===== config.mk =====
export PLATFORM = sky130hd
export DESIGN_NAME = sbd_top
export DESIGN_NICKNAME = d
export VERILOG_FILES = /design/src/rtl/sbd_pkg.sv /design/src/rtl/sbd_alu.sv /design/src/rtl/sbd_bus.sv /design/src/rtl/sbd_ctrl.sv /design/src/rtl/sbd_top.sv
export SDC_FILE = /design/constraint.sdc
export NUM_CORES = 1
export LEC_CHECK = 0
export CAP_MARGIN = 20
export CORE_AREA = 2 2 74 76
export CTS_CLUSTER_SIZE = 20
export DETAILED_ROUTE_END_ITERATION = 16
export DIE_AREA = 0 0 76 78
export DONT_BUFFER_PORTS = 1
export PLACE_DENSITY = 0.79
export SYNTH_ARGS = -nofsm -noshare
export SYNTH_HDL_FRONTEND = slang
export SYNTH_SLANG_ARGS = --single-unit

===== constraint.sdc =====
create_clock -name clk -period 2.2 [get_ports clk]
set_input_delay 0.66 -clock clk [delete_from_list [all_inputs] [get_ports clk]]
set_output_delay 0.66 -clock clk [all_outputs]
set_load 0.02 [all_outputs]

===== src/rtl/sbd_pkg.sv =====
package sbd_pkg;

  localparam int OPW  = 3;
  localparam int NDRV = 4;

  localparam int DRV_IR  = 0;
  localparam int DRV_MBR = 1;
  localparam int DRV_AC  = 2;
  localparam int DRV_Z   = 3;

  typedef enum logic [OPW-1:0] {
    OP_ADD   = 3'd0,
    OP_SUB   = 3'd1,
    OP_AND   = 3'd2,
    OP_OR    = 3'd3,
    OP_LOAD  = 3'd4,
    OP_STORE = 3'd5,
    OP_RSV6  = 3'd6,
    OP_RSV7  = 3'd7
  } op_e;

  typedef enum logic [2:0] {
    FN_ADD  = 3'd0,
    FN_SUB  = 3'd1,
    FN_AND  = 3'd2,
    FN_OR   = 3'd3,
    FN_PASS = 3'd4
  } alu_fn_e;

  typedef enum logic [3:0] {
    ST_IDLE,
    ST_ADDR,
    ST_READ,
    ST_CAPT,
    ST_OPND,
    ST_CALC,
    ST_WBAC,
    ST_SMBR,
    ST_WRITE,
    ST_DONE
  } step_e;

  typedef struct packed {
    logic [NDRV-1:0] drv;
    logic            ld_ir;
    logic            ld_mar;
    logic            ld_mbr_bus;
    logic            ld_mbr_mem;
    logic            ld_y;
    logic            ld_z;
    logic            ld_ac;
    logic            mem_rd;
    logic            mem_we;
    logic            done;
    logic            busy;
    alu_fn_e         fn;
  } ctrl_t;

endpackage


===== src/rtl/sbd_alu.sv =====
module sbd_alu
  import sbd_pkg::*;
#(
  parameter int DW = 8
) (
  input  alu_fn_e         fn,
  input  logic [DW-1:0]   bus_in,
  input  logic [DW-1:0]   y_in,
  output logic [DW-1:0]   res
);

  always_comb begin
    unique case (fn)
      FN_ADD:  res = bus_in + y_in;
      FN_SUB:  res = bus_in - y_in;
      FN_AND:  res = bus_in & y_in;
      FN_OR:   res = bus_in | y_in;
      default: res = y_in;
    endcase
  end

endmodule


===== src/rtl/sbd_bus.sv =====
module sbd_bus
  import sbd_pkg::*;
#(
  parameter int DW = 8,
  parameter int N  = NDRV
) (
  input  logic                 clk,
  input  logic                 rst_n,
  input  logic [N-1:0]         en,
  input  logic [N-1:0][DW-1:0] src,
  output logic [DW-1:0]        bus,
  output logic                 conflict
);

  logic [N-1:0][DW-1:0] gated;

  for (genvar i = 0; i < N; i++) begin : g_gate
    assign gated[i] = src[i] & {DW{en[i]}};
  end

  always_comb begin
    bus = '0;
    for (int i = 0; i < N; i++) bus = bus | gated[i];
  end

  assign conflict = ($countones(en) > 1);

  p_single_driver_r11: assert property (@(posedge clk) disable iff (!rst_n)
    $onehot0(en))
    else $error("R11: more than one bus driver enabled");

endmodule


===== src/rtl/sbd_ctrl.sv =====
module sbd_ctrl
  import sbd_pkg::*;
(
  input  logic  clk,
  input  logic  rst_n,
  input  logic  start_i,
  input  op_e   ir_op,
  output ctrl_t ctl
);

  step_e st_q, st_d;

  function automatic alu_fn_e fn_of(op_e op);
    unique case (op)
      OP_ADD:  return FN_ADD;
      OP_SUB:  return FN_SUB;
      OP_AND:  return FN_AND;
      OP_OR:   return FN_OR;
      default: return FN_PASS;
    endcase
  endfunction

  always_comb begin
    st_d     = st_q;
    ctl      = '0;
    ctl.fn   = FN_PASS;
    ctl.busy = (st_q != ST_IDLE);
    unique case (st_q)
      ST_IDLE: begin
        if (start_i) begin
          ctl.ld_ir = 1'b1;
          st_d      = ST_ADDR;
        end
      end
      ST_ADDR: begin
        ctl.drv[DRV_IR] = 1'b1;
        ctl.ld_mar      = 1'b1;
        if (ir_op == OP_STORE)                         st_d = ST_SMBR;
        else if (ir_op == OP_RSV6 || ir_op == OP_RSV7) st_d = ST_DONE;
        else                                           st_d = ST_READ;
      end
      ST_READ: begin
        ctl.mem_rd = 1'b1;
        st_d       = ST_CAPT;
      end
      ST_CAPT: begin
        ctl.ld_mbr_mem = 1'b1;
        st_d           = ST_OPND;
      end
      ST_OPND: begin
        ctl.drv[DRV_MBR] = 1'b1;
        ctl.ld_y         = 1'b1;
        st_d             = ST_CALC;
      end
      ST_CALC: begin
        ctl.drv[DRV_AC] = 1'b1;
        ctl.ld_z        = 1'b1;
        ctl.fn          = fn_of(ir_op);
        st_d            = ST_WBAC;
      end
      ST_WBAC: begin
        ctl.drv[DRV_Z] = 1'b1;
        ctl.ld_ac      = 1'b1;
        st_d           = ST_DONE;
      end
      ST_SMBR: begin
        ctl.drv[DRV_AC] = 1'b1;
        ctl.ld_mbr_bus  = 1'b1;
        st_d            = ST_WRITE;
      end
      ST_WRITE: begin
        ctl.mem_we = 1'b1;
        st_d       = ST_DONE;
      end
      ST_DONE: begin
        ctl.done = 1'b1;
        st_d     = ST_IDLE;
      end
      default: st_d = ST_IDLE;
    endcase
  end

  always_ff @(posedge clk or negedge rst_n) begin
    if (!rst_n) st_q <= ST_IDLE;
    else        st_q <= st_d;
  end

  p_done_pulse_r9: assert property (@(posedge clk) disable iff (!rst_n)
    ctl.done |=> !ctl.done)
    else $error("R9: done wider than one cycle");

  p_read_then_capture_r12: assert property (@(posedge clk) disable iff (!rst_n)
    ctl.mem_rd |=> ctl.ld_mbr_mem)
    else $error("R12: read data not captured the next cycle");

endmodule


===== src/rtl/sbd_top.sv =====
module sbd_top
  import sbd_pkg::*;
#(
  parameter int DW = 8,
  parameter int AW = 4
) (
  input  logic              clk,
  input  logic              rst_n,
  input  logic              start_i,
  input  logic [OPW+AW-1:0] instr_i,
  output logic              busy_o,
  output logic              done_o,
  output logic [DW-1:0]     ac_o,
  output logic              bus_err_o,
  output logic [AW-1:0]     mem_addr_o,
  output logic              mem_rd_o,
  output logic              mem_we_o,
  output logic [DW-1:0]     mem_wdata_o,
  input  logic [DW-1:0]     mem_rdata_i
);

  localparam int IRW = OPW + AW;

  logic [1:0]     rst_sync_q;
  logic           rst_q;
  logic [IRW-1:0] ir_q;
  logic [AW-1:0]  mar_q;
  logic [DW-1:0]  mbr_q, y_q, z_q, ac_q;
  logic           err_q;
  logic [DW-1:0]  ir_addr_ext;
  logic [DW-1:0]  bus, alu_res;
  logic           conflict;
  op_e            ir_op;
  ctrl_t          ctl;
  logic [NDRV-1:0][DW-1:0] src;

  always_ff @(posedge clk or negedge rst_n) begin
    if (!rst_n) rst_sync_q <= 2'b00;
    else        rst_sync_q <= {rst_sync_q[0], 1'b1};
  end
  assign rst_q = rst_sync_q[1];

  assign ir_op = op_e'(ir_q[IRW-1:AW]);

  always_comb begin
    ir_addr_ext         = '0;
    ir_addr_ext[AW-1:0] = ir_q[AW-1:0];
  end

  assign src[DRV_IR]  = ir_addr_ext;
  assign src[DRV_MBR] = mbr_q;
  assign src[DRV_AC]  = ac_q;
  assign src[DRV_Z]   = z_q;

  sbd_ctrl u_ctrl (
    .clk     (clk),
    .rst_n   (rst_q),
    .start_i (start_i),
    .ir_op   (ir_op),
    .ctl     (ctl)
  );

  sbd_bus #(.DW(DW), .N(NDRV)) u_bus (
    .clk      (clk),
    .rst_n    (rst_q),
    .en       (ctl.drv),
    .src      (src),
    .bus      (bus),
    .conflict (conflict)
  );

  sbd_alu #(.DW(DW)) u_alu (
    .fn     (ctl.fn),
    .bus_in (bus),
    .y_in   (y_q),
    .res    (alu_res)
  );

  always_ff @(posedge clk or negedge rst_q) begin
    if (!rst_q) begin
      ir_q  <= '0;
      mar_q <= '0;
      mbr_q <= '0;
      y_q   <= '0;
      z_q   <= '0;
      ac_q  <= '0;
      err_q <= 1'b0;
    end else begin
      if (ctl.ld_ir)      ir_q  <= instr_i;
      if (ctl.ld_mar)     mar_q <= bus[AW-1:0];
      if (ctl.ld_mbr_mem) mbr_q <= mem_rdata_i;
      else if (ctl.ld_mbr_bus) mbr_q <= bus;
      if (ctl.ld_y)       y_q   <= bus;
      if (ctl.ld_z)       z_q   <= alu_res;
      if (ctl.ld_ac)      ac_q  <= bus;
      if (conflict)       err_q <= 1'b1;
    end
  end

  assign busy_o      = ctl.busy;
  assign done_o      = ctl.done;
  assign ac_o        = ac_q;
  assign bus_err_o   = err_q;
  assign mem_addr_o  = mar_q;
  assign mem_rd_o    = ctl.mem_rd;
  assign mem_we_o    = ctl.mem_we;
  assign mem_wdata_o = mbr_q;

  p_rd_addr_r12: assert property (@(posedge clk) disable iff (!rst_q)
    mem_rd_o |-> (mem_addr_o == ir_q[AW-1:0]))
    else $error("R12: read address differs from address field");

  p_done_after_ac_r9: assert property (@(posedge clk) disable iff (!rst_q)
    (done_o && (ir_op inside {OP_ADD, OP_SUB, OP_AND, OP_OR, OP_LOAD}))
      |-> $past(ctl.ld_ac))
    else $error("R9: done not preceded by accumulator load");

  p_store_keeps_ac_r6: assert property (@(posedge clk) disable iff (!rst_q)
    mem_we_o |=> $stable(ac_q))
    else $error("R6: accumulator changed during store");

  p_ir_hold_busy_r10: assert property (@(posedge clk) disable iff (!rst_q)
    (busy_o && start_i) |=> $stable(ir_q))
    else $error("R10: instruction register reloaded while busy");

  p_no_bus_err_r11: assert property (@(posedge clk) disable iff (!rst_q)
    !bus_err_o)
    else $error("R11: bus conflict flagged");

endmodule


==> impl_metrics.csv <==
group,metric,value,unit
synth,synth_top_family_by_area,"compound AO/OA/AOI/OAI gates",
pwr,p_clk_share,7.4,%
route,routed_via_density,6.26,
synth,synth_area,3220,um2
clocking,clk_latency,0.32,ns
clocking,cts_buffer_depth,2,
setup_path,cp.arrival,2.96,ns
synth,async_flop_share,100,%
setup_path,worstSetupPathType,"reg2reg",
run_status,status,"complete, but fails checks",
grt,gr-total-overflow,0,
route,drt-initial-drc-count,299,
grt,grt_pass1_wl,15000,um
pwr,p_seq_share,23.6,%
synth,syn-instance-count,336,
pwr,power_per_cell_area,1830,nW/um2
clocking,ctsHoldBuffers,0,
setup_path,worstRegToRegCells,9,
sta,whs,0.0211,ns
placed_design,placed_area,3770,um2
synth,synth.yosys.seq_area_share,38.9,%
pwr,ir_worst_vdd,1110,uV
setup_path,timing.rr.end,"z_q[7]",
floorplanning,die-area,5930,um2
grt,grt_pass1_vias,2955,
synth,synth_edf_count,0,
sta,worst_pin_slew,0.558,ns
sta,skew,0.0112,ns
job,drv_cap,0,
synth,syn_area_per_cell,9.59,um2
grt,grt_usage,32.6,%
route,wl_per_cell,20.4,um
setup_path,crit_path_max_incr_delay,0.44,ns
setup_path,cp.required,2.44,ns
pwr,power,7.53,mW
synth,syn-num-nets,368,
setup_path,cp_slowest_cell,"dfrtp_1",
final_layout,areaGrowthSynthToFinish,27.5,%
route,dr.pass1.iters,6,
synth,ys_types,57,
synth,ys_ff_latch,50,
final_layout,diodes,0,
grt,grt_start_max_net_pins,27,
sta,relSlewSlack,62.8,%
pwr,leakagePower,1.87,nW
setup_path,startpoint_type,"flip-flop",
synth,synth_top_area_share,38.9,%
hold_path,hold_class,"in2async",
sta,finalCritPeriodShare,124,%
synth,yosys.area_share.simple,15.1,%
setup_path,reg2reg_from,"u_ctrl.st_q[1]",
placed_design,dp.cells,451,
pwr,pwr-share-comb,69.0,%
clocking,h-tree-depth,2,
final_layout,drive_gt1_share,42.0,%
sta,setup-violations-final,8,
pwr,internal-power,4.13,mW
clocking,cts.clk_slew.worst_paths,0.10,ns
sta,grt_setup_unrepaired,"yes",
grt,grt_util_met2,55.5,%
final_layout,num-fill-cells,312,
final_layout,final_cells,472,
synth,synth_adder_area_share,6.22,%
synth,synthXorXnorAreaFrac,2.10,%
grt,antenna_found_initial,0,
pwr,p_sw,3.39,mW
clocking,cts_root_buf,"clkbuf_8",
setup_path,crit_family,"compound AO/OA/AOI/OAI gates",
grt,met3_usage,6.28,%
setup_path,crit_buf_inv,0,
setup_path,crit_chain,"mux2_2, o21ai_0, nor2_1, ha_1, and2_4, a221o_1, o211ai_1, a211oi_1, nor3_1",
floorplanning,start_util,63.9,%
sta,layout_setup_ws,-0.525,ns
synth,synthFlopType,"dfrtp_1",
placed_design,io_buffers,0,
sta,max_freq,367,MHz
clocking,cts.sinks,50,
sta,period_needed,2.72,ns
route,drc,0,
floorplanning,dieWidth,76,um
setup_path,crit_path_start,"u_ctrl.st_q[1]",
synth,synthMuxAreaShare,12.5,%
floorplanning,core_region_area,5040,um2
route,vias,2954,
pwr,p_sw_share,45.1,%
route,ant_nets,0,
final_layout,final_nets,433,
final_layout,final_cell_area,4110,um2
final_layout,layout_commonest_cell,"buf_4",
floorplanning,io_pins,43,
synth,yosysWarnings,0,
grt,grt.busiest_layer,"met2",
sta,maxSlewViolCount,0,
clocking,cts_buffers,5,
final_layout,layout_common_cells,"buf_4 (86), dfrtp_1 (47), mux2_2 (29)",
synth,synth-compound-area-share,17.1,%
placed_design,place_hpwl,6710,um
sta,tns,-2.36,ns
run_status,violations,"setup timing",
floorplanning,fp.dieH,78,um
setup_path,crit_fanout,4,
setup_path,rrSetupSlack,-0.52,ns
route,drt-total-wl,9630,um
placed_design,place.gp.congestion,0.903,
floorplanning,core.rowCount,26,
synth,synth_top_area_cell,"dfrtp_1",
grt,grt_util_met1,41.2,%
sta,hold_viol,0,
synth,synth.area.top_cells,"dfrtp_1 (39%), mux2_2 (10%), ha_1 (4.7%), buf_4 (3.7%), o21ai_0 (3.1%)",
setup_path,worstSetupEndpointType,"flip-flop",
clocking,cts_tree,"done",
-- logic make-up after synthesis --
| kind of cell | Yosys count |
|---|---|
| other cells | 1 |
| buf+inv | 48 |
| flops | 50 |
| mux | 36 |
| fa+ha+maj | 15 |
| simple gates | 97 |
| xor+xnor | 6 |
| compound gates | 83 |
-- worst max-delay path by stage --
stage | end | cells past startpoint
6_report | z_q[7] | 9
2_1_floorplan | z_q[5] | 13
5_1_grt | z_q[7] | 9
4_1_cts | z_q[4] | 11
3_3_place_gp | z_q[4] | 10
3_5_place_dp | z_q[4] | 10
-- per-layer routing --
| metal | up-vias | share of wire, % |
|---|---|---|
| met1 | 1430 | 39 |
| met5 | - | 0 |
| met4 | 0 | 3.7 |
| li1 | 1303 | - |
| met2 | 178 | 49 |
| met3 | 43 | 8.0 |
-- metrics by stage --
stage	util [%]	worst slack [ns]
after detailed placement	74.7	-0.519
after global routing	81.4	-0.581
after floorplan	-	-0.484
final	81.4	-0.525
after CTS	79.2	-0.427
after global placement	74.7	-0.518
-- registers in the layout, summed over array words and instances (netlist names) --
signal / flops
ir_q: 7
mem_addr_o: 4
mem_wdata_o: 8
z_q: 8
u_ctrl.st_q: 4
bus_err_o: 1
y_q: 8
rst_sync_q: 2
ac_o: 8
-- final cells by class --
class	count	area [um2]	share of cell area, %
Multi-Input combinational cell	238	1890	46.1
Timing Repair Buffer	93	733	17.9
Clock inverter	2	15.0	0.366
Tap cell	70	87.6	2.13
Sequential cell	50	1250	30.6
Clock buffer	6	72.6	1.77
Inverter	13	48.8	1.19
-- cells in the mapped netlist, types with 3 or more instances --
cell        n
dfrtp_1    50
mux2_2     30
nand2_1    24
nor2_1     24
o21ai_0    20
a21oi_1    19
buf_4      16
ha_1       12
inv_1      12
clkbuf_1   11
nor3_1      9
nand2b_1    8
nor2b_1     8
buf_2       7
a211oi_1    5
and2_1      5
mux2i_1     5
xnor2_1     5
a21o_1      4
a31oi_1     4
o211ai_1    4
and3_1      3
nand3_1     3
nor3b_1     3
o2111ai_1   3
-- power by group through the flow --
stage                     sequential (mW)  clock, mW  combinational [mW]
after floorplan                      1.69          0                2.95
after global placement               1.75          0                4.22
after detailed placement             1.77          0                4.37
after CTS                            1.75      0.553                4.72
after global routing                 1.82      0.595                5.55
final                                1.78      0.559                5.19
-- worst register-to-register path: stages (launching register included) --
cell	delay (ns)
dfrtp_1	0.44
mux2_2	0.37
o21ai_0	0.23
nor2_1	0.13
ha_1	0.36
and2_4	0.17
a221o_1	0.34
o211ai_1	0.29
a211oi_1	0.12
nor3_1	0.20
-- timing repair --
action / in CTS / in global routing
setup endpoints to repair: 10 / 13
buffers inserted: 9 / 4
resized for setup: 21 / 19
pin swaps: 10 / 11
cloned: 0 / 0
(Power assumes the default switching activity.)
